--- config.mk ---
export PLATFORM = sky130hd
export DESIGN_NAME = hart_runctl
export DESIGN_NICKNAME = d
export VERILOG_FILES = /design/src/rtl/hart_runctl.sv
export SDC_FILE = /design/constraint.sdc
export NUM_CORES = 1
export LEC_CHECK = 0
export BUFFER_PORTS_ARGS = -buffer_cell sky130_fd_sc_hd__buf_2
export CELL_PAD_IN_SITES_DETAIL_PLACEMENT = 0
export CELL_PAD_IN_SITES_GLOBAL_PLACEMENT = 1
export CORE_ASPECT_RATIO = 1.2
export CORE_MARGIN = 3
export CORE_UTILIZATION = 35
export CTS_CLUSTER_DIAMETER = 40
export DETAILED_ROUTE_END_ITERATION = 6
export PLACE_DENSITY = 0.86
export REMOVE_ABC_BUFFERS = 1
export SLEW_MARGIN = 20
export SYNTH_ARGS = -nofsm -noshare
export SYNTH_HDL_FRONTEND = slang
export SYNTH_SLANG_ARGS = --single-unit
--- constraint.sdc ---
create_clock -name clk -period 2.06 [get_ports clk]
set_input_delay 0.103 -clock clk [delete_from_list [all_inputs] [get_ports clk]]
set_output_delay 0.103 -clock clk [all_outputs]
set_load 0.1 [all_outputs]
--- src/rtl/hart_runctl.sv ---
module hart_runctl #(
  parameter int NHARTS = 5,
  parameter int IDXW   = 3
) (
  input  logic              clk,
  input  logic              rst_n,
  input  logic              req_valid,
  input  logic              req_write,
  input  logic [1:0]        req_addr,
  input  logic [31:0]       req_wdata,
  output logic [31:0]       rdata,
  input  logic [NHARTS-1:0] halted_i,
  input  logic [NHARTS-1:0] unavail_i,
  input  logic [NHARTS-1:0] rst_done_i,
  output logic [NHARTS-1:0] halt_req_o,
  output logic [NHARTS-1:0] resume_req_o,
  output logic [NHARTS-1:0] hart_rst_o,
  output logic [NHARTS-1:0] halt_on_reset_o
);
  localparam int NWIN = (NHARTS + 31) / 32;
  localparam int WSW  = (NWIN > 1) ? $clog2(NWIN) : 1;
  localparam int PADW = (1 << WSW) * 32;

  logic            active, hrst, asel;
  logic [IDXW-1:0] idx;
  logic [WSW-1:0]  wsel;
  logic [NHARTS-1:0] mask, hpend, rpend, ack, seen, hor;
  logic [NHARTS-1:0] idxhot, cmdhot, sel, cs, msel;
  logic [NHARTS-1:0] st_run, st_halt;
  logic [11:0] stat;

  wire wr      = req_valid & req_write;
  wire wr_ctl  = wr & (req_addr == 2'd0);
  wire wr_wsel = wr & (req_addr == 2'd2);
  wire wr_win  = wr & (req_addr == 2'd3);
  wire clr_all = !active || (wr_ctl && !req_wdata[0]);
  wire do_cmd  = wr_ctl & active & req_wdata[0];
  wire [IDXW-1:0] w_idx = req_wdata[8 +: IDXW];

  generate
    for (genvar n = 0; n < NHARTS; n++) begin : g_hart
      assign idxhot[n] = (idx == IDXW'(n));
      assign cmdhot[n] = (w_idx == IDXW'(n));
      always_ff @(posedge clk or negedge rst_n) begin
        if (!rst_n) mask[n] <= 1'b0;
        else if (clr_all) mask[n] <= 1'b0;
        else if (wr_win && wsel == WSW'(n / 32)) mask[n] <= req_wdata[n % 32];
      end
    end
  endgenerate

  assign msel    = asel ? mask : '0;
  assign sel     = idxhot | msel;
  assign cs      = cmdhot | (req_wdata[7] ? mask : '0);
  assign st_halt = ~unavail_i & halted_i;
  assign st_run  = ~unavail_i & ~halted_i;

  always_ff @(posedge clk or negedge rst_n) begin
    if (!rst_n) active <= 1'b0;
    else if (wr_ctl) active <= req_wdata[0];
  end

  always_ff @(posedge clk or negedge rst_n) begin
    if (!rst_n) begin
      hrst <= 1'b0; asel <= 1'b0; idx <= '0; wsel <= '0;
      hpend <= '0; rpend <= '0; ack <= '0; seen <= '0; hor <= '0;
    end else if (clr_all) begin
      hrst <= 1'b0; asel <= 1'b0; idx <= '0; wsel <= '0;
      hpend <= '0; rpend <= '0; ack <= '0; seen <= '0; hor <= '0;
    end else begin
      if (do_cmd) begin
        hrst  <= req_wdata[3];
        asel  <= req_wdata[7];
        idx   <= w_idx;
        hpend <= req_wdata[1] ? (hpend | cs) : (hpend & ~cs);
      end
      if (wr_wsel) wsel <= req_wdata[WSW-1:0];
      rpend <= (rpend & ~st_run) | ((do_cmd && req_wdata[2]) ? (cs & st_halt) : '0);
      ack   <= ((do_cmd && req_wdata[2]) ? (ack & ~cs) : ack) | (rpend & st_run);
      seen  <= ((do_cmd && req_wdata[4]) ? (seen & ~cs) : seen) | rst_done_i;
      if (do_cmd && req_wdata[6])      hor <= hor & ~cs;
      else if (do_cmd && req_wdata[5]) hor <= hor | cs;
    end
  end

  wire idx_nx = ({1'b0, idx} >= (IDXW+1)'(NHARTS));
  wire all_ok = !idx_nx;

  assign stat[0]  = idx_nx;
  assign stat[1]  = idx_nx & ~|msel;
  assign stat[2]  = |(sel & unavail_i);
  assign stat[3]  = all_ok & (&(~sel | unavail_i));
  assign stat[4]  = |(sel & st_run);
  assign stat[5]  = all_ok & (&(~sel | st_run));
  assign stat[6]  = |(sel & st_halt);
  assign stat[7]  = all_ok & (&(~sel | st_halt));
  assign stat[8]  = |(sel & ack);
  assign stat[9]  = all_ok & (&(~sel | ack));
  assign stat[10] = |(sel & seen);
  assign stat[11] = all_ok & (&(~sel | seen));

  wire [PADW-1:0] maskpad = PADW'(mask);

  always_comb begin
    case (req_addr)
      2'd0:    rdata = 32'({idx, asel, 3'b000, hrst, 2'b00, active});
      2'd1:    rdata = 32'(stat);
      2'd2:    rdata = 32'(wsel);
      default: rdata = maskpad[wsel*32 +: 32];
    endcase
  end

  assign halt_req_o      = hpend & ~halted_i;
  assign resume_req_o    = rpend;
  assign hart_rst_o      = hrst ? sel : '0;
  assign halt_on_reset_o = hor;
endmodule

==> results of run 1 <==
## cells in the final DEF, fill, tap and decap left out, drive strengths merged, types with 4 or more instances in the layout
cell type,instances
inv,13
a22oi,9
mux2i,5
a22o,9
dfrtp,37
a31oi,7
a222oi,4
clkbuf,6
o21a,4
a21oi,25
o221a,5
o21ai,21
buf,91
a211oi,5
nor2,26
o22ai,14
and2,10
nand2,17
nor2b,10
nor3,8
conb,20
## registers in the layout (all words and copies together) (netlist names)
signal / count
mask: 5
wsel: 1
hpend: 5
hrst: 1
resume_req_o: 5
ack: 5
seen: 5
asel: 1
active: 1
idx: 3
halt_on_reset_o: 5
## final cells by class
type / instances / area share
clock buffer: 5 / 0.02058
timing repair buffer: 93 / 0.2200
multi-input combinational: 226 / 0.4325
tap: 87 / 0.03255
clock inverter: 1 / 0.001496
sequential: 37 / 0.2783
inverter: 13 / 0.01459
## logic make-up (layout without fill, tap and decap cells)
family / count (synthesis) / in the layout / share of synthesized area
buffers and inverters: 46 / 112 / 0.1191
multiplexers: 6 / 6 / 0.02901
other: 1 / 20 / 0.001499
flip-flops: 37 / 37 / 0.3702
AO/OA/AOI/OAI: 114 / 114 / 0.3067
AND/OR/NAND/NOR: 86 / 86 / 0.1736
## worst paths after layout
path                                                  end  depth (start not counted)
setup / recovery                                rdata[10]                          5
hold / removal                          seen[2]$_DFF_PN0_                          3
setup reg to reg           halt_on_reset_o[2]$_DFFE_PN0P_                          4
hold reg to reg                      hpend[0]$_DFFE_PN0P_                          2
max in group asynchronous                asel$_DFFE_PN0P_                          2
min in group asynchronous            hpend[4]$_DFFE_PN0P_                          2
## metrics by stage
step / util / total power [W] / TNS [ps] / std cells
6_report: 0.4850 / 0.001916 / -54.29 / 462
5_1_grt: 0.4850 / 0.001996 / -325.9 / 462
4_1_cts: 0.4654 / 0.001909 / -131.8 / 454
3_5_place_dp: 0.4453 / 0.001431 / 0 / 445
3_3_place_gp: 0.4453 / 0.001423 / 0 / 445
2_1_floorplan: - / 0.001212 / -10870 / 276
## worst max-delay path, stage by stage (launching register included)
cell      delay [ps]
dfrtp_2          490
buf_6            150
a22o_4           240
a222oi_1         390
a311oi_2         210
buf_12           210
## power breakdown
group / internal [W] / switching, W
clock network: 0.000223 / 0.000252
registers: 0.000756 / 0.0000364
logic: 0.000172 / 0.000477
total: 0.00115 / 0.000766
## repair_timing
item,4_1_cts,5_1_grt
hold endpoints to repair,37,0
endpoints found under the setup margin,11,11
gates resized for setup,12,19
pin swaps,7,15
buffers inserted,2,9
hold buffers,1,0
## metal layers
metal,vias to the layer above,share of wire
met5,-,0
met4,0,0.032
met3,26,0.063
met2,153,0.47
met1,1261,0.44
li1,1216,-
==> metrics.md, run 1 <==
| Metric | Value |
|---|---|
| Status | `finished, violations left` |
| Failing checks | `setup timing` |
| Syn Area/Cell | `8.625 sq um` |
| Arrival time worst endpoint | `1990 ps` |
| Most frequent cell after synthesis | `dfrtp_1` |
| Period minus WS final | `2092 ps` |
| Initial Util | `0.3627` |
| First-pass GRT wire length | `12,400 um` |
| Reg clk slew, reported paths | `70 ps` |
| Maximum vdd drop | `373.3 uV` |
| Critical path type | `flip-flop to output port` |
| Met3 Usage GRT | `0.03595` |
| CTS tree | `yes` |
| CP Launch Type | `flip-flop` |
| Leading post-synthesis cells by cell area | `dfrtp_1 37%, buf_4 6.3%, a21oi_1 5.0%` |
| DP Worst Slack | `68.72 ps` |
| CP Capture Type | `output port` |
| Placer Congestion | `0.9301` |
| Area of the multi-input gates | `1446 sq um` |
| Maxcap violations | `0` |
| Post-DP Area | `3070 sq um` |
| Die area | `8201 sq um` |
| Via/cell ratio | `5.749` |
| Commonest cells in the netlist | `37 x dfrtp_1, 25 x a21oi_1, 25 x nor2_1` |
| Via count of the first global-routing pass | `2,474` |
| Post-Syn Area | `2501 sq um` |
| Antenna violations before repair | `0` |
| DRT antenna net count | `0` |
| CP startpoint | `idx[0]$_DFFE_PN0P_` |
| Final-report hold violation count | `0` |
| Sequential share of the synthesized area | `0.3702` |
| Synth cell types | `46` |
| Post-layout instance area | `3344 sq um` |
| Port buffer count | `63` |
| Final Slew Violations | `0` |
| Unrepaired setup endpoints after global routing | `true` |
| Initial DRT Pass Iterations | `6` |
| Least-Margin Pin Slew | `840.6 ps` |
| Layout Nets | `429` |
| # H-tree levels | `2` |
| F_max | `0.4781 GHz` |
| Share of cells above drive strength 1 | `0.3467` |
| Most used routing layer | `met2` |
| CP Max Fanout | `8` |
| Hold Slack | `36.48 ps` |
| Flop-to-flop setup slack | `520 ps` |
| Fin crit share | `1.015` |
| Reg2reg start | `active$_DFFE_PN0N_` |
| Final worst-path setup slack | `-31.73 ps` |
| Synth warn | `0` |
| Chip height | `98.61 um` |
| Core Box Area | `6895 sq um` |
| Max-Slew Margin vs Limit | `0.4396` |
| FFs w/ async S/R, synth | `1.000` |
| Syn Inst Count | `290` |
| Total CTS buffers | `5` |
| Post-synth top flop | `dfrtp_1` |
| Final HPWL from detailed placement | `5926 um` |
| Clock Skews | `2.130 ps` |
| Pleak | `1.556 nW` |
| Met2 usage | `0.2944` |
| CTS root buf | `clkbuf_8` |
| Antenna cell count | `0` |
| Via Count | `2,656` |
| Worst path required time | `1960 ps` |
| Routed len/inst | `17.12 um` |
| Clk buf depth | `2` |
| Worst skew pair latency | `290 ps` |
| # fillers | `660` |
| # DRC | `0` |
| Num Clock Sinks | `37` |
| Register bit total from synthesis | `37` |
| Hold_sp | `rst_done_i[2]` |
| Number of synthesized flops with an enable pin | `0` |
| Global route total overflow | `0` |
| Worst hold path class | `input pin to flip-flop` |
| Cell Pwr Density | `572.9 nW/um^2` |
| Area growth, synth to finish | `33.72%` |
| FP Rows | `33` |
| Post-synth top area cell | `dfrtp_1` |
| Largest net degree at the start of global routing | `38` |
| Final setup viols | `2` |
| GRT Util Overall | `0.1860` |
| GRT met1 Usage | `0.2497` |
| Final WL | `7910 um` |
| Ports | `105` |
| Initial DRC count | `294` |
| FF/Latch Area | `930.9 sq um` |
| Die X | `83.17 um` |
| Synth top area share | `0.3702` |
No activity file was read; power rests on OpenSTA's default activity.
==> run 2: changes to the inputs <==
--- a/config.mk
+++ b/config.mk
@@ -14,7 +14,6 @@
 export CTS_CLUSTER_DIAMETER = 40
 export DETAILED_ROUTE_END_ITERATION = 6
 export PLACE_DENSITY = 0.86
-export REMOVE_ABC_BUFFERS = 1
 export SLEW_MARGIN = 20
 export SYNTH_ARGS = -nofsm -noshare
 export SYNTH_HDL_FRONTEND = slang
==> metrics.md, run 2 (synthesis results as in run 1) <==
| Metric | Value |
|---|---|
| CTS tree | `yes (unchanged)` |
| Share of cells above drive strength 1 | `0.3424 (was 0.3467)` |
| Fin crit share | `0.9957 (was 1.015)` |
| CP Launch Type | `flip-flop (unchanged)` |
| Via Count | `2,559 (was 2,656)` |
| Final WL | `7600 um (was 7910 um)` |
| Antenna cell count | `0 (unchanged)` |
| # DRC | `0 (unchanged)` |
| Least-Margin Pin Slew | `828.5 ps (was 840.6 ps)` |
| Layout Nets | `421 (was 429)` |
| Chip height | `98.61 um (unchanged)` |
| Period minus WS final | `2051 ps (was 2092 ps)` |
| Maxcap violations | `0 (unchanged)` |
| Total CTS buffers | `5 (unchanged)` |
| First-pass GRT wire length | `12,170 um (was 12,400 um)` |
| Clk buf depth | `2 (unchanged)` |
| Initial DRC count | `238 (was 294)` |
| Maximum vdd drop | `267.9 uV (was 373.3 uV)` |
| DRT antenna net count | `0 (unchanged)` |
| Initial DRT Pass Iterations | `5 (was 6)` |
| Status | `completed (was finished, violations left)` |
| Final setup viols | `0 (was 2)` |
| Pleak | `1.546 nW (was 1.556 nW)` |
| Reg-to-reg critical path endpoint | `halt_on_reset_o[0]$_DFFE_PN0P_ (was halt_on_reset_o[2]$_DFFE_PN0P_)` |
| Worst hold path class | `input pin to flip-flop (unchanged)` |
| Via/cell ratio | `5.624 (was 5.749)` |
| Largest net degree at the start of global routing | `38 (unchanged)` |
| Critical path capture point | `rdata[3] (was rdata[10])` |
| Critical path type | `flip-flop to output port (unchanged)` |
| Switching portion of total power | `0.3880 (was 0.3998)` |
| Area growth, synth to finish | `36.22% (was 33.72%)` |
| FP Rows | `33 (unchanged)` |
| CTS root buf | `clkbuf_8 (unchanged)` |
| Flop pwr share | `0.404 (was 0.414)` |
| Reg clk slew, reported paths | `70 ps (about the same)` |
| Worst skew pair latency | `280 ps (was 290 ps)` |
| Clk pwr share | `0.258 (was 0.248)` |
| GRT Util Overall | `0.1820 (was 0.1860)` |
| Internal power | `0.001198 W (was 0.001150 W)` |
| Net load switching power | `0.0007592 W (was 0.0007660 W)` |
| Clock Skews | `2.277 ps (was 2.130 ps)` |
| Final Slew Violations | `0 (unchanged)` |
| Gate power share | `0.338 (was 0.339)` |
| Most common cell after layout, fill and taps aside | `buf_2 (unchanged)` |
| FF-to-FF path depth | `4 (unchanged)` |
| Num Clock Sinks | `37 (unchanged)` |
| Routed len/inst | `16.70 um (was 17.12 um)` |
| Final-report hold violation count | `0 (unchanged)` |
| Die X | `83.17 um (unchanged)` |
| Ports | `105 (unchanged)` |
| CP Max Fanout | `8 (unchanged)` |
| Arrival time worst endpoint | `1950 ps (was 1990 ps)` |
| Flop-to-flop setup slack | `570 ps (was 520 ps)` |
| Final core occ | `0.4941 (was 0.4850)` |
| Via count of the first global-routing pass | `2,442 (was 2,474)` |
| Port buffer count | `63 (unchanged)` |
| CP startpoint | `asel$_DFFE_PN0P_ (was idx[0]$_DFFE_PN0P_)` |
| Core Box Area | `6895 sq um (unchanged)` |
| Placer Congestion | `0.9296 (was 0.9301)` |
| Final HPWL from detailed placement | `5919 um (was 5926 um)` |
| Antenna violations before repair | `0 (unchanged)` |
| Max-Slew Margin vs Limit | `0.4476 (was 0.4396)` |
| Unrepaired setup endpoints after global routing | `true (unchanged)` |
| Worst path required time | `1960 ps (about the same)` |
| Cell Pwr Density | `574.4 nW/um^2 (was 572.9 nW/um^2)` |
| CP Capture Type | `output port (unchanged)` |
| # H-tree levels | `2 (unchanged)` |
| Global route total overflow | `0 (unchanged)` |
| Total power | `0.001957 W (was 0.001916 W)` |
| Initial Util | `0.3627 (unchanged)` |
| Commonest cells after routing, fill and taps aside | `51 x buf_2, 33 x dfrtp_1, 24 x nor2_1, 24 x a21oi_1, 20 x conb_1 (was 51 x buf_2, 33 x dfrtp_1, 27 x buf_4, 25 x a21oi_1, 23 x nor2_1)` |
| Die area | `8201 sq um (unchanged)` |
| F_max | `0.4875 GHz (was 0.4781 GHz)` |
| Reg2reg start | `active$_DFFE_PN0N_ (unchanged)` |
[run 2: repair_timing]
item                       in CTS  in global routing
pin swaps                       7                  7
setup buffers                  10                  2
resized for setup              14                  7
hold endpoints to repair       37                  0
setup endpoints to repair       9                  9
hold buffers                    1                  0
[run 2: final cells by class]
| type | count | area (sq um) |
|---|---|---|
| Clock buffer | 7 | 86.33 |
| Fill cell | 668 | 3488 |
| Inverter | 13 | 48.80 |
| Multi-Input combinational cell | 226 | 1553 |
| Sequential cell | 37 | 930.9 |
| Tap cell | 87 | 108.9 |
| Timing Repair Buffer | 85 | 679.4 |
[run 2: critical path: stages, from the launching register on]
cell	delay, ps
dfrtp_2	490
a22o_2	330
a2111o_1	470
o21ai_4	180
buf_12	190
[run 2: worst min path at each step]
| stage | cells after the start | from | to |
|---|---|---|---|
| floorplan | 0 | rst_n | ack[0]$_DFF_PN0_ |
| global placement | 1 | rst_n | resume_req_o[1]$_DFF_PN0_ |
| detailed placement | 1 | rst_n | hpend[1]$_DFFE_PN0P_ |
| CTS | 3 | rst_done_i[3] | seen[3]$_DFF_PN0_ |
| global route | 3 | rst_done_i[3] | seen[3]$_DFF_PN0_ |
| finish | 3 | rst_done_i[3] | seen[3]$_DFF_PN0_ |
[run 2: power by group through the flow]
stage / Sequential (W) / Clock (W) / Combinational [W]
after global placement: 0.000801 / 0 / 0.000643
after detailed placement: 0.000803 / 0 / 0.000648
after global routing: 0.000793 / 0.000538 / 0.000701
after CTS: 0.000788 / 0.000517 / 0.000659
after floorplan: 0.000790 / 0 / 0.000503
final: 0.000790 / 0.000506 / 0.000661
[run 2: per-stage QoR]
step | setup slack (ps) | instances | TNS [ps] | area [sq um] | hold WS, ps
2_1_floorplan | -111.2 | 309 | -189.6 | 2714 | -192.6
4_1_cts | -14.64 | 453 | -20.41 | 3366 | 31.77
3_5_place_dp | 139.2 | 435 | 0 | 3149 | 246.9
5_1_grt | -64.20 | 455 | -378.5 | 3407 | 37.83
3_3_place_gp | 170.8 | 435 | 0 | 3149 | 247.1
6_report | 8.925 | 455 | 0 | 3407 | 38.86
[run 2: layer usage]
layer  GRT usage  wire length [um]  up-vias
met5           0                 0        -
met4     0.08679               299        0
met3     0.03344               449       29
met2      0.2864              3570      123
met1      0.2420              3280     1210
li1            -                 -     1197
